[config.mk]
export PLATFORM = sky130hd
export DESIGN_NAME = lpPowerCtl
export DESIGN_NICKNAME = d
export VERILOG_FILES = /design/src/rtl/lp_pkg.sv /design/src/rtl/lpModeCtrl.sv /design/src/rtl/lpEnableDp.sv /design/src/rtl/lpPowerCtl.sv
export SDC_FILE = /design/constraint.sdc
export NUM_CORES = 1
export LEC_CHECK = 0
export ABC_AREA = 0
export BUFFER_PORTS_ARGS = -buffer_cell sky130_fd_sc_hd__buf_2
export CAP_MARGIN = 0
export CELL_PAD_IN_SITES_DETAIL_PLACEMENT = 1
export CELL_PAD_IN_SITES_GLOBAL_PLACEMENT = 2
export CORE_UTILIZATION = 15
export DETAILED_ROUTE_END_ITERATION = 8
export GPL_ROUTABILITY_DRIVEN = 0
export HOLD_SLACK_MARGIN = 0.1
export PLACE_DENSITY = 0.76
export SYNTH_ARGS = -nofsm -noshare
export SYNTH_HDL_FRONTEND = slang
export SYNTH_SLANG_ARGS = --single-unit
[constraint.sdc]
create_clock -name clk -period 1.8 [get_ports clk]
set_input_delay 0.18 -clock clk [delete_from_list [all_inputs] [get_ports clk]]
set_output_delay 0.18 -clock clk [all_outputs]
set_load 0.01 [all_outputs]
[src/rtl/lp_pkg.sv]
package lp_pkg;

  typedef enum logic [1:0] {
    PS_RUN   = 2'd0,
    PS_SLEEP = 2'd1,
    PS_DEEP  = 2'd2,
    PS_STBY  = 2'd3
  } lpStateT;

  // strobes from control to the enable datapath
  typedef struct packed {
    logic wake;       // leave any low-power state this edge
    logic enterDeep;  // entering deep sleep this edge
    logic drain;      // standby in force, idle units may be stopped
  } lpStrobeT;

endpackage

[src/rtl/lpModeCtrl.sv]
module lpModeCtrl
  import lp_pkg::*;
(
  input  logic     clk,
  input  logic     rstN,
  input  logic     sleepReq,
  input  logic     selStby,
  input  logic     selDeep,
  input  logic     irqPend,
  output lpStateT  state,
  output lpStrobeT strobe
);

  lpStateT nextState;
  logic    reqTaken;

  assign reqTaken = (state == PS_RUN) && sleepReq && !irqPend;

  always_comb begin
    nextState = state;
    if (state == PS_RUN) begin
      if (reqTaken) begin
        if (selStby)      nextState = PS_STBY;
        else if (selDeep) nextState = PS_DEEP;
        else              nextState = PS_SLEEP;
      end
    end else if (irqPend) begin
      nextState = PS_RUN;
    end
  end

  always_ff @(posedge clk or negedge rstN) begin
    if (!rstN) state <= PS_RUN;
    else       state <= nextState;
  end

  always_comb begin
    strobe.wake      = (state != PS_RUN) && irqPend;
    strobe.enterDeep = reqTaken && !selStby && selDeep;
    strobe.drain     = (state == PS_STBY) && !irqPend;
  end

  AST_STBY_SELECT: assert property (@(posedge clk) disable iff (!rstN)
    (state == PS_RUN && sleepReq && !irqPend && selStby) |=> state == PS_STBY);
  AST_DEEP_SELECT: assert property (@(posedge clk) disable iff (!rstN)
    (state == PS_RUN && sleepReq && !irqPend && !selStby && selDeep) |=> state == PS_DEEP);
  AST_WAKE_RUN: assert property (@(posedge clk) disable iff (!rstN)
    (state != PS_RUN && irqPend) |=> state == PS_RUN);
  AST_HOLD_ASLEEP: assert property (@(posedge clk) disable iff (!rstN)
    (state != PS_RUN && !irqPend) |=> $stable(state));
  AST_IRQ_BLOCKS: assert property (@(posedge clk) disable iff (!rstN)
    (state == PS_RUN && sleepReq && irqPend) |=> state == PS_RUN);

endmodule

[src/rtl/lpEnableDp.sv]
module lpEnableDp
  import lp_pkg::*;
(
  input  logic     clk,
  input  logic     rstN,
  input  lpStrobeT strobe,
  input  logic     tmrIdle,
  input  logic     sciIdle,
  output logic     tmrRunEn,
  output logic     sciRunEn,
  output logic     dmaRunEn
);

  always_ff @(posedge clk or negedge rstN) begin
    if (!rstN) begin
      tmrRunEn <= 1'b1;
      sciRunEn <= 1'b1;
      dmaRunEn <= 1'b1;
    end else if (strobe.wake) begin
      tmrRunEn <= 1'b1;
      sciRunEn <= 1'b1;
      dmaRunEn <= 1'b1;
    end else begin
      if (strobe.enterDeep)          dmaRunEn <= 1'b0;
      if (strobe.drain && tmrIdle)   tmrRunEn <= 1'b0;
      if (strobe.drain && sciIdle)   sciRunEn <= 1'b0;
    end
  end

  AST_WAKE_ALL_ON: assert property (@(posedge clk) disable iff (!rstN)
    strobe.wake |=> (tmrRunEn && sciRunEn && dmaRunEn));
  AST_DMA_ONLY_DEEP: assert property (@(posedge clk) disable iff (!rstN)
    (dmaRunEn && !strobe.enterDeep) |=> dmaRunEn);
  AST_TMR_BUSY_KEEP: assert property (@(posedge clk) disable iff (!rstN)
    (tmrRunEn && !tmrIdle) |=> tmrRunEn);
  AST_TMR_STAYS_OFF: assert property (@(posedge clk) disable iff (!rstN)
    (!tmrRunEn && !strobe.wake) |=> !tmrRunEn);
  AST_SCI_STAYS_OFF: assert property (@(posedge clk) disable iff (!rstN)
    (!sciRunEn && !strobe.wake) |=> !sciRunEn);

endmodule

[src/rtl/lpPowerCtl.sv]
module lpPowerCtl
  import lp_pkg::*;
#(
  parameter int CTRL_W   = 8,
  parameter int MODE_BIT = 7
) (
  input  logic              clk,
  input  logic              rstN,
  input  logic              sleepReq,
  input  logic [CTRL_W-1:0] stbyCtlA,
  input  logic [CTRL_W-1:0] stbyCtlB,
  input  logic              irqPend,
  input  logic              tmrIdle,
  input  logic              sciIdle,
  output logic [1:0]        pwrState,
  output logic              tmrRunEn,
  output logic              sciRunEn,
  output logic              dmaRunEn
);

  lpStateT  state;
  lpStrobeT strobe;
  logic     unusedCtl;

  assign unusedCtl = ^{stbyCtlA, stbyCtlB};

  lpModeCtrl ctrl_i (
    .clk      (clk),
    .rstN     (rstN),
    .sleepReq (sleepReq),
    .selStby  (stbyCtlA[MODE_BIT]),
    .selDeep  (stbyCtlB[MODE_BIT]),
    .irqPend  (irqPend),
    .state    (state),
    .strobe   (strobe)
  );

  lpEnableDp dp_i (
    .clk      (clk),
    .rstN     (rstN),
    .strobe   (strobe),
    .tmrIdle  (tmrIdle),
    .sciIdle  (sciIdle),
    .tmrRunEn (tmrRunEn),
    .sciRunEn (sciRunEn),
    .dmaRunEn (dmaRunEn)
  );

  assign pwrState = state;

  AST_SLEEP_KEEPS_ALL: assert property (@(posedge clk) disable iff (!rstN)
    (state == PS_SLEEP) |-> (tmrRunEn && sciRunEn && dmaRunEn));

endmodule

# --- After elaboration in Yosys (flattened, before gate mapping) ---
# Index checks and enable logic that the tools add are counted.
totals:
  ram_bits: 0
  in_bits: 22
  register_bits: 5
  latchBits: 0
  n_memories: 0
  romBits: 0
op_classes:
  n_mul: 0
  n_eq_ne: 2
  reduce_logical: 17
  div: 0
  n_addsub: 0
  shifts: 0
  n_lt_le_gt_ge: 0
  muxes: 11
  bitwise: 0
op_table:
  columns: ["op", "n"]
  rows:
  - ["2-bit two-way mux", 5]
  - ["2-bit nonzero test", 5]
  - ["1-bit logical AND", 8]
  - ["1-bit two-way mux", 6]
  - ["2-bit equality test (second input constant)", 1]
  - ["1-bit logical NOT", 2]
  - ["2-bit logical NOT", 1]
  - ["2-bit by 1-bit inequality test with 1-bit output (second input constant)", 1]
  - ["2-bit AND reduction", 1]

# --- Longest topological paths before layout ---
# Gate-level depths: netlist of the first run.
logic_depth:
  depth_word: 7
  depth_mapped: 3
  ltp_nobuf: 3

# --- Hierarchy ---
# A second synthesis of the first run with hierarchy kept.
unflattened:
  cells_unflattened: 22
  hier_area_um2: 231.5
modules_own_cells:
  columns: ["module", "instances", "cells_each", "area_each_um2"]
  rows:
  - ["lpModeCtrl", 1, 13, 118.9]
  - ["lpEnableDp", 1, 9, 112.6]

# --- Worst setup path before layout of the first run ---
# Ideal clock, no wire load.
synth_path:
  path_kind: "flip-flop to flip-flop"
  startpoint: "reg ctrl_i.state[1]"
  endpoint: "reg dp_i.dmaRunEn"
  period_less_slack_ns: 0.960
  arrival_time_ns: 0.874
  path_stages_with_launch: 4
  slack_ns: 0.840
  cell_sequence: "dfrtp_1 -> or2_4 -> a21oi_2 -> a31oi_1"
synth_between:
  elab_chain_cells: 6
synth_rtl:
  columns: ["item", "line", "source"]
  rows:
  - ["from (decl)", "lpModeCtrl.sv:10", "output lpStateT state,"]
  - ["from (signal assigned)", "lpModeCtrl.sv:34", "else state <= nextState;"]
  - ["2-bit logical NOT", "lpModeCtrl.sv:17", "assign reqTaken = (state == PS_RUN) && sleepReq && !irqPend;"]
  - ["1-bit logical AND (2 in series)", "lpModeCtrl.sv:17", null]
  - ["1-bit logical AND (2 in series)", "lpModeCtrl.sv:39", "strobe.enterDeep = reqTaken && !selStby && selDeep;"]
  - ["2-bit nonzero test (no source line)", null, null]
  - ["to (signal assigned)", "lpEnableDp.sv:18", "dmaRunEn <= 1'b1;"]
  - ["to (signal assigned)", "lpEnableDp.sv:22", "dmaRunEn <= 1'b1;"]
  - ["to (signal assigned)", "lpEnableDp.sv:24", "if (strobe.enterDeep) dmaRunEn <= 1'b0;"]
  - ["to (decl)", "lpEnableDp.sv:11", "output logic dmaRunEn"]
# Parallel ways exist; a longest one is shown, timed or not.
# A chain may end at the register's enable or synchronous reset.

# --- Worst setup path after layout of the first run ---
layout_path:
  startpoint: "reg dp_i.sciRunEn"
  endpoint: "out sciRunEn"
layout_rtl:
  columns: ["item", "line", "source"]
  rows:
  - ["from (decl)", "lpEnableDp.sv:10", "output logic sciRunEn,"]
  - ["from (signal assigned)", "lpEnableDp.sv:17", "sciRunEn <= 1'b1;"]
  - ["from (signal assigned)", "lpEnableDp.sv:21", "sciRunEn <= 1'b1;"]
  - ["from (signal assigned)", "lpEnableDp.sv:26", "if (strobe.drain && sciIdle) sciRunEn <= 1'b0;"]
  - ["to (decl)", "lpPowerCtl.sv:17", "output logic sciRunEn,"]
# No word-level cell between the ends.

==> metrics.md, run 1 <==
| Metric | Value |
|---|---|
| Status | `complete, no violations` |
| Crit-path slowest cell | `dfstp_2` |
| Commonest non-fill, non-tap cell in the layout | `buf_2` |
| Final period util | `around 60%` |
| Synth Register Bits | `5` |
| Vias/cell | `~4.2` |
| Fin. Hold Viols | `0` |
| Pre-antenna DRT Iters | `2` |
| Syn Inst Count | `25` |
| PD cells | `about 1100 mW/mm^2` |
| Die area | `~0.0017 sq mm` |
| Synth warnings | `0` |
| Count of different cell masters after synthesis | `12` |
| Crit. path cell count | `1` |
| Via count | `238` |
| Total GRT Usage | `under 10%` |
| Final WL | `roughly 560 um` |
| Cell area after synthesis | `234 sq um` |
| Fin crit period | `approximately 1.1 ns` |
| Clk sinks | `5` |
| Core ar. | `approximately 0.0014 sq mm` |
| WP data arrival | `~0.9 ns` |
| Largest net degree at the start of global routing | `7` |
| Post-Place Setup Slack | `~0.83 ns` |
| CP Launch Type | `flop` |
| Die Wd | `approximately 41 um` |
| Slew margin rel. | `between 80 and 90%` |
| Reg clk slew, reported paths | `roughly 0.040 ns` |
| Routed len/inst | `between 9 and 10 um` |
| Setup TNS | `0 ns` |
| Design Area, Final | `around 350 sq um` |
| Min-Delay Path Class | `in -> reg` |
| Worst setup path start | `dp_i.sciRunEn` |
| CTS tree | `done` |
| CP Max Fanout | `3` |
| Die Ht | `roughly 41 um` |
| WP buf/inv | `1` |
| Worst setup endpoint | `sciRunEn` |
| CTS max path bufs | `2` |
| Vias in the first global route | `between 200 and 300` |
| Final ANT Viol Nets | `0` |
| Fin Clk Skew | `around 0.00055 ns` |
| Slew Viols, Final | `0` |
| CP peak stage delay | `0.53 ns` |
| Initial Utilization | `16.9%` |
| Post-route DRC | `0` |
| Fraction of layout cells with a size suffix above 1 | `approximately 48%` |
| # Max-Cap Violations | `0` |
| Root Driver | `clkbuf_4` |
| Min Hold Slack | `between 0.1 and 0.15 ns` |
| Post-layout util | `around 25%` |
| Total gr overflow | `0` |
| Req. time, crit path | `around 1.6 ns` |
| Inserted Diodes | `0` |
| Endpoints failing setup | `0` |
| CP Cell Sequence | `buf_2` |
| First-pass GRT wire length | `around 1000 um` |
| Synth Area per Inst | `about 9.4 sq um` |
| CTS H-Tree Depth | `1` |
| Reg2reg path depth | `3` |
| Critical path class | `reg -> out` |
| Post-cts gate resize count | `0` |
| DR iter-0 viols | `1` |
| Most frequent cells in the layout | `buf_2, nor2_1` |
| Lkg Pwr | `approximately 0.16 nW` |
| Layout area overhead | `49.2%` |
| Syn Nets | `47` |
| Final HPWL DP | `458 um` |
| Delay-heaviest family, CP | `flip-flops` |
| Type of element capturing the critical path | `primary output` |
| RSZ-0062 raised after global routing | `no` |
| Io pins | `27` |
| RR Endpoint | `dp_i.dmaRunEn` |
| Layout net count | `65` |
| Final worst setup slack | `a little over 0.7 ns` |
| TritonCTS Buffers | `3` |
| Fmax | `roughly 930 MHz` |
| Clk_lat worst skew | `around 0.24 ns` |
| RR Startpoint | `ctrl_i.state[1]` |
| Postcts setup bufs | `0` |
| Worst Max-Slew Pin Slew | `between 0.15 and 0.2 ns` |
| Placed inst area | `approximately 310 sq um` |
| Post-synthesis sequential area ratio | `55.1%` |
| Initial antenna violation count | `0` |
| Worst VDD drop | `0.000306 V` |
| Fillers | `between 150 and 200` |
| Placement Rows | `13` |
| Worst reg2reg setup slack | `~0.84 ns` |
| IO Port Bufs | `12` |
==> cell type report <==
class                           count  area, sq um  area share (%)
Sequential cell                     5          129            36.9
Clock buffer                        4         26.3            7.53
Timing Repair Buffer               13         70.1            20.1
Multi-Input combinational cell     17         93.8            26.9
Tap cell                           15         18.8            5.38
Inverter                            3         11.3            3.23
==> flip-flops by register name, summed over array words and instances, names as in the netlist <==
name,flops
ctrl_i.state,2
dp_i.dmaRunEn,1
dp_i.sciRunEn,1
dp_i.tmrRunEn,1
==> layer usage <==
metal	wire, um	part of all wire (%)	vias to the layer above	GRT usage (%)
li1	-	-	117	-
met1	224	40	112	7.43
met2	276	50	9	13.8
met3	54	9.7	0	6.96
met4	0	0	0	1.94
met5	0	0	-	0
==> logic make-up after synthesis <==
logic type	Yosys count	synth area share [%]
compound gates	7	19.8
buf+inv	3	4.81
flops	5	55.1
simple gates	10	20.3
==> worst min path at each step <==
stage / start / slack [ns] / cells past startpoint / endpoint
2_1_floorplan: rstN / -0.12 / 0 / ctrl_i.state[0]
3_3_place_gp: rstN / 0.0007 / 1 / ctrl_i.state[1]
3_5_place_dp: rstN / 0.003 / 1 / ctrl_i.state[0]
4_1_cts: sleepReq / 0.11 / 2 / dp_i.dmaRunEn
5_1_grt: sleepReq / 0.12 / 2 / dp_i.dmaRunEn
6_report: sleepReq / 0.12 / 2 / dp_i.dmaRunEn
==> report_power, final <==
part	leakage (nW)	total [mW]	switching [mW]	internal [mW]
Sequential	0.0576	0.174	0.0206	0.154
Combinational	0.0901	0.0932	0.0478	0.0454
Clock	0.0150	0.126	0.0423	0.0836
Total	0.163	0.393	0.111	0.283
==> stage by stage <==
step	total power [mW]	instances
after floorplan	0.225	25
after global placement	0.267	52
after detailed placement	0.271	52
after CTS	0.405	57
after global routing	0.426	57
final	0.393	57
==> cells in the mapped netlist <==
library cell	instances	area, sq um
a21oi_1	3	15.0
a21oi_2	1	8.76
a31oi_1	1	6.26
dfrtp_1	2	50.1
dfstp_2	3	78.8
inv_1	3	11.3
nand3_1	2	10.0
nor2_1	6	22.5
nor2b_1	1	6.26
o211ai_1	1	7.51
o31a_1	1	8.76
or2_4	1	8.76
==> timing repair <==
| item | in CTS | in global routing |
|---|---|---|
| endpoints found under the hold margin | 5 | 0 |
| setup endpoints to repair | 0 | 0 |
| hold buffers | 1 | 0 |
(Power assumes the default switching activity.)
==> inputs of run 2 (changes only) <==
--- a/config.mk
+++ b/config.mk
@@ -10,11 +10,11 @@
 export CAP_MARGIN = 0
 export CELL_PAD_IN_SITES_DETAIL_PLACEMENT = 1
 export CELL_PAD_IN_SITES_GLOBAL_PLACEMENT = 2
-export CORE_UTILIZATION = 15
+export CORE_UTILIZATION = 12
 export DETAILED_ROUTE_END_ITERATION = 8
 export GPL_ROUTABILITY_DRIVEN = 0
 export HOLD_SLACK_MARGIN = 0.1
-export PLACE_DENSITY = 0.76
+export PLACE_DENSITY = 0.65
 export SYNTH_ARGS = -nofsm -noshare
 export SYNTH_HDL_FRONTEND = slang
 export SYNTH_SLANG_ARGS = --single-unit
==> constraint.sdc (replaced) <==
create_clock -name clk -period 0.92 [get_ports clk]
set_input_delay 0.092 -clock clk [delete_from_list [all_inputs] [get_ports clk]]
set_output_delay 0.092 -clock clk [all_outputs]
set_load 0.01 [all_outputs]
==> run 2 against run 1 <==
Power up 150%. Critical endpoint is now pwrState[1]. Critical path type unchanged. The run now ends with negative setup slack left. First-iteration DRC count down 100%. Cell area rose by 44%. Largest cell class is now buffers.
==> metrics.md, run 2 (synthesized netlist as in run 1, its figures left out) <==
| Metric | Value |
|---|---|
| Status | `complete, but fails checks` |
| Violated checks | `negative setup slack` |
| Final HPWL DP | `518 um (+13%)` |
| Io pins | `27 (unchanged)` |
| Type of element capturing the critical path | `primary output` |
| First-pass GRT wire length | `1150 um (+14%)` |
| Die Wd | `46.2 um (+11%)` |
| Initial Utilization | `13.1% (-3.8 points)` |
| Max reg flops | `2 (unchanged)` |
| Setup TNS | `-0.300 ns (-0.300 ns)` |
| Placed cells | `64 (+23%)` |
| Layout net count | `75 (+15%)` |
| Die Ht | `46.2 um (+11%)` |
| Total gr overflow | `0 (unchanged)` |
| Pre-antenna DRT Iters | `1 (-1)` |
| Lkg Pwr | `0.223 nW (+37%)` |
| Core ar. | `0.00178 sq mm (+29%)` |
| Clk sinks | `5 (unchanged)` |
| Fin crit period | `~1 ns` |
| Routed len/inst | `9.49 um (-2.7%)` |
| CP Cell Sequence | `buf_6, buf_6` |
| Placement Rows | `15 (+2)` |
| CTS H-Tree Depth | `1 (unchanged)` |
| Vias/cell | `3.69 (-12%)` |
| Largest register by flop count | `ctrl_i.state` |
| Fmax | `between 1000 and 1500 MHz` |
| RSZ-0062 raised after global routing | `yes` |
| CP peak stage delay | `0.41 ns (-0.12 ns)` |
| Fraction of layout cells with a size suffix above 1 | `63.5% (+16 points)` |
| Final ANT Viol Nets | `0 (unchanged)` |
| Die area | `0.00213 sq mm (+24%)` |
| Min Hold Slack | `0.166 ns (+0.0493 ns)` |
| Vias in the first global route | `282 (+11%)` |
| Via count | `284 (+19%)` |
| CTS max path bufs | `2 (unchanged)` |
| Root Driver | `clkbuf_4` |
| Worst Max-Slew Pin Slew | `0.191 ns (+0.0273 ns)` |
| Commonest non-fill, non-tap cell in the layout | `buf_6` |
| Clk_lat worst skew | `0.24 ns (about the same)` |
| Final worst setup slack | `-0.0569 ns (-0.781 ns)` |
| Req. time, crit path | `0.83 ns (-0.79 ns)` |
| # Max-Cap Violations | `0 (unchanged)` |
| Hold depth | `3 (+1)` |
| Initial antenna violation count | `0 (unchanged)` |
| Min-Delay Path Class | `in -> reg` |
| Post-Place Setup Slack | `-0.00721 ns (-0.837 ns)` |
| Largest net degree at the start of global routing | `7 (unchanged)` |
| Post-route DRC | `0 (unchanged)` |
| Fin Clk Skew | `0.00197 ns (+0.00142 ns)` |
| Reg clk slew, reported paths | `0.04 ns (about the same)` |
| Total GRT Usage | `8.39% (+0.21 points)` |
| Most used cell, CP | `buf_6` |
| WP data arrival | `0.88 ns (-0.02 ns)` |
| Worst VDD drop | `0.000575 V (+88%)` |
| Critical path class | `reg -> out` |
| WP buf/inv | `2 (+1)` |
| Slew margin rel. | `87.2% (-1.8 points)` |
| Fin. Hold Viols | `0 (unchanged)` |
| Crit-path slowest cell | `dfrtp_2` |
| CP Launch Type | `flop` |
| Reg2reg path depth | `3 (unchanged)` |
| PD cells | `1930 mW/mm^2 (+72%)` |
| Layout area overhead | `114%` |
| Final WL | `731 um (+31%)` |
| DR iter-0 viols | `0 (-1)` |
| Crit. path cell count | `2 (+1)` |
| Endpoints failing setup | `8 (+8)` |
| TritonCTS Buffers | `3 (unchanged)` |
| Delay-heaviest family, CP | `flip-flops` |
| Final period util | `106%` |
| Fin cells | `77 (+35%)` |
| CTS tree | `done` |
| Most frequent cells in the layout | `buf_6, buf_2, nor2_1, buf_4` |
| Slew Viols, Final | `0 (unchanged)` |
| Fillers | `214 (+28%)` |
| CP Max Fanout | `3 (unchanged)` |
| IO Port Bufs | `12 (unchanged)` |
| Inserted Diodes | `0 (unchanged)` |
[run 2: cell count changes in the layout (fill, tap and decap cells not counted), sizes merged]
cell / delta
dlygate4sd3: +2
buf: +8
[run 2: power by group]
| part | internal, mW | switching [mW] | total [mW] |
|---|---|---|---|
| registers | 0.301 | 0.0341 | 0.335 |
| clock network | 0.164 | 0.0946 | 0.259 |
| logic | 0.232 | 0.145 | 0.377 |
| total | 0.697 | 0.274 | 0.971 |
[run 2: path summary, 6_finish.rpt]
check,start,end,slack (ns)
setup / recovery,ctrl_i.state[1],pwrState[1],-0.06
hold / removal,sleepReq,ctrl_i.state[1],0.17
setup reg to reg,ctrl_i.state[1],ctrl_i.state[0],-0.04
hold reg to reg,dp_i.dmaRunEn,dp_i.dmaRunEn,0.63
max in group asynchronous,rstN,dp_i.tmrRunEn,0.50
min in group asynchronous,rstN,ctrl_i.state[0],0.20
[run 2: routing by layer]
metal / track usage (%) / up-vias / routed length (um) / share of wire [%]
met4: 3.53 / 0 / 0 / 0
met2: 11.8 / 10 / 370 / 51
met1: 9.67 / 135 / 307 / 42
met5: 0 / - / 0 / 0
li1: - / 139 / - / -
met3: 5.88 / 0 / 52 / 7.1
[run 2: stage by stage]
stage / total power [mW] / cell area, sq um / util [%]
after CTS: 0.975 / 482 / 27.0
after floorplan: 0.440 / 235 / -
after global placement: 0.536 / 342 / 19.2
after detailed placement: 0.545 / 342 / 19.2
final: 0.971 / 502 / 28.1
after global routing: 1.04 / 502 / 28.1
[run 2: worst min-delay path, stage by stage]
cell	delay (ns)
buf_2	0.11
o211ai_1	0.09
a21oi_1	0.07
[run 2: repair_timing]
| item | in CTS | in global routing |
|---|---|---|
| endpoints found under the hold margin | 8 | 0 |
| endpoints found under the setup margin | 6 | 9 |
| resized for setup | 7 | 5 |
| pin swaps | 0 | 4 |
| hold buffers | 3 | 0 |
| setup buffers | 6 | 0 |
| cloned | 0 | 0 |
[run 2: layout make-up]
type / count / area, sq um / area share, %
repair buffers: 23 / 193 / 38.4
flip-flops and latches: 5 / 130 / 25.9
multi-input cells: 17 / 110 / 21.9
well taps: 25 / 31.3 / 6.23
clock buffers: 4 / 26.3 / 5.24
inverters: 3 / 11.3 / 2.24
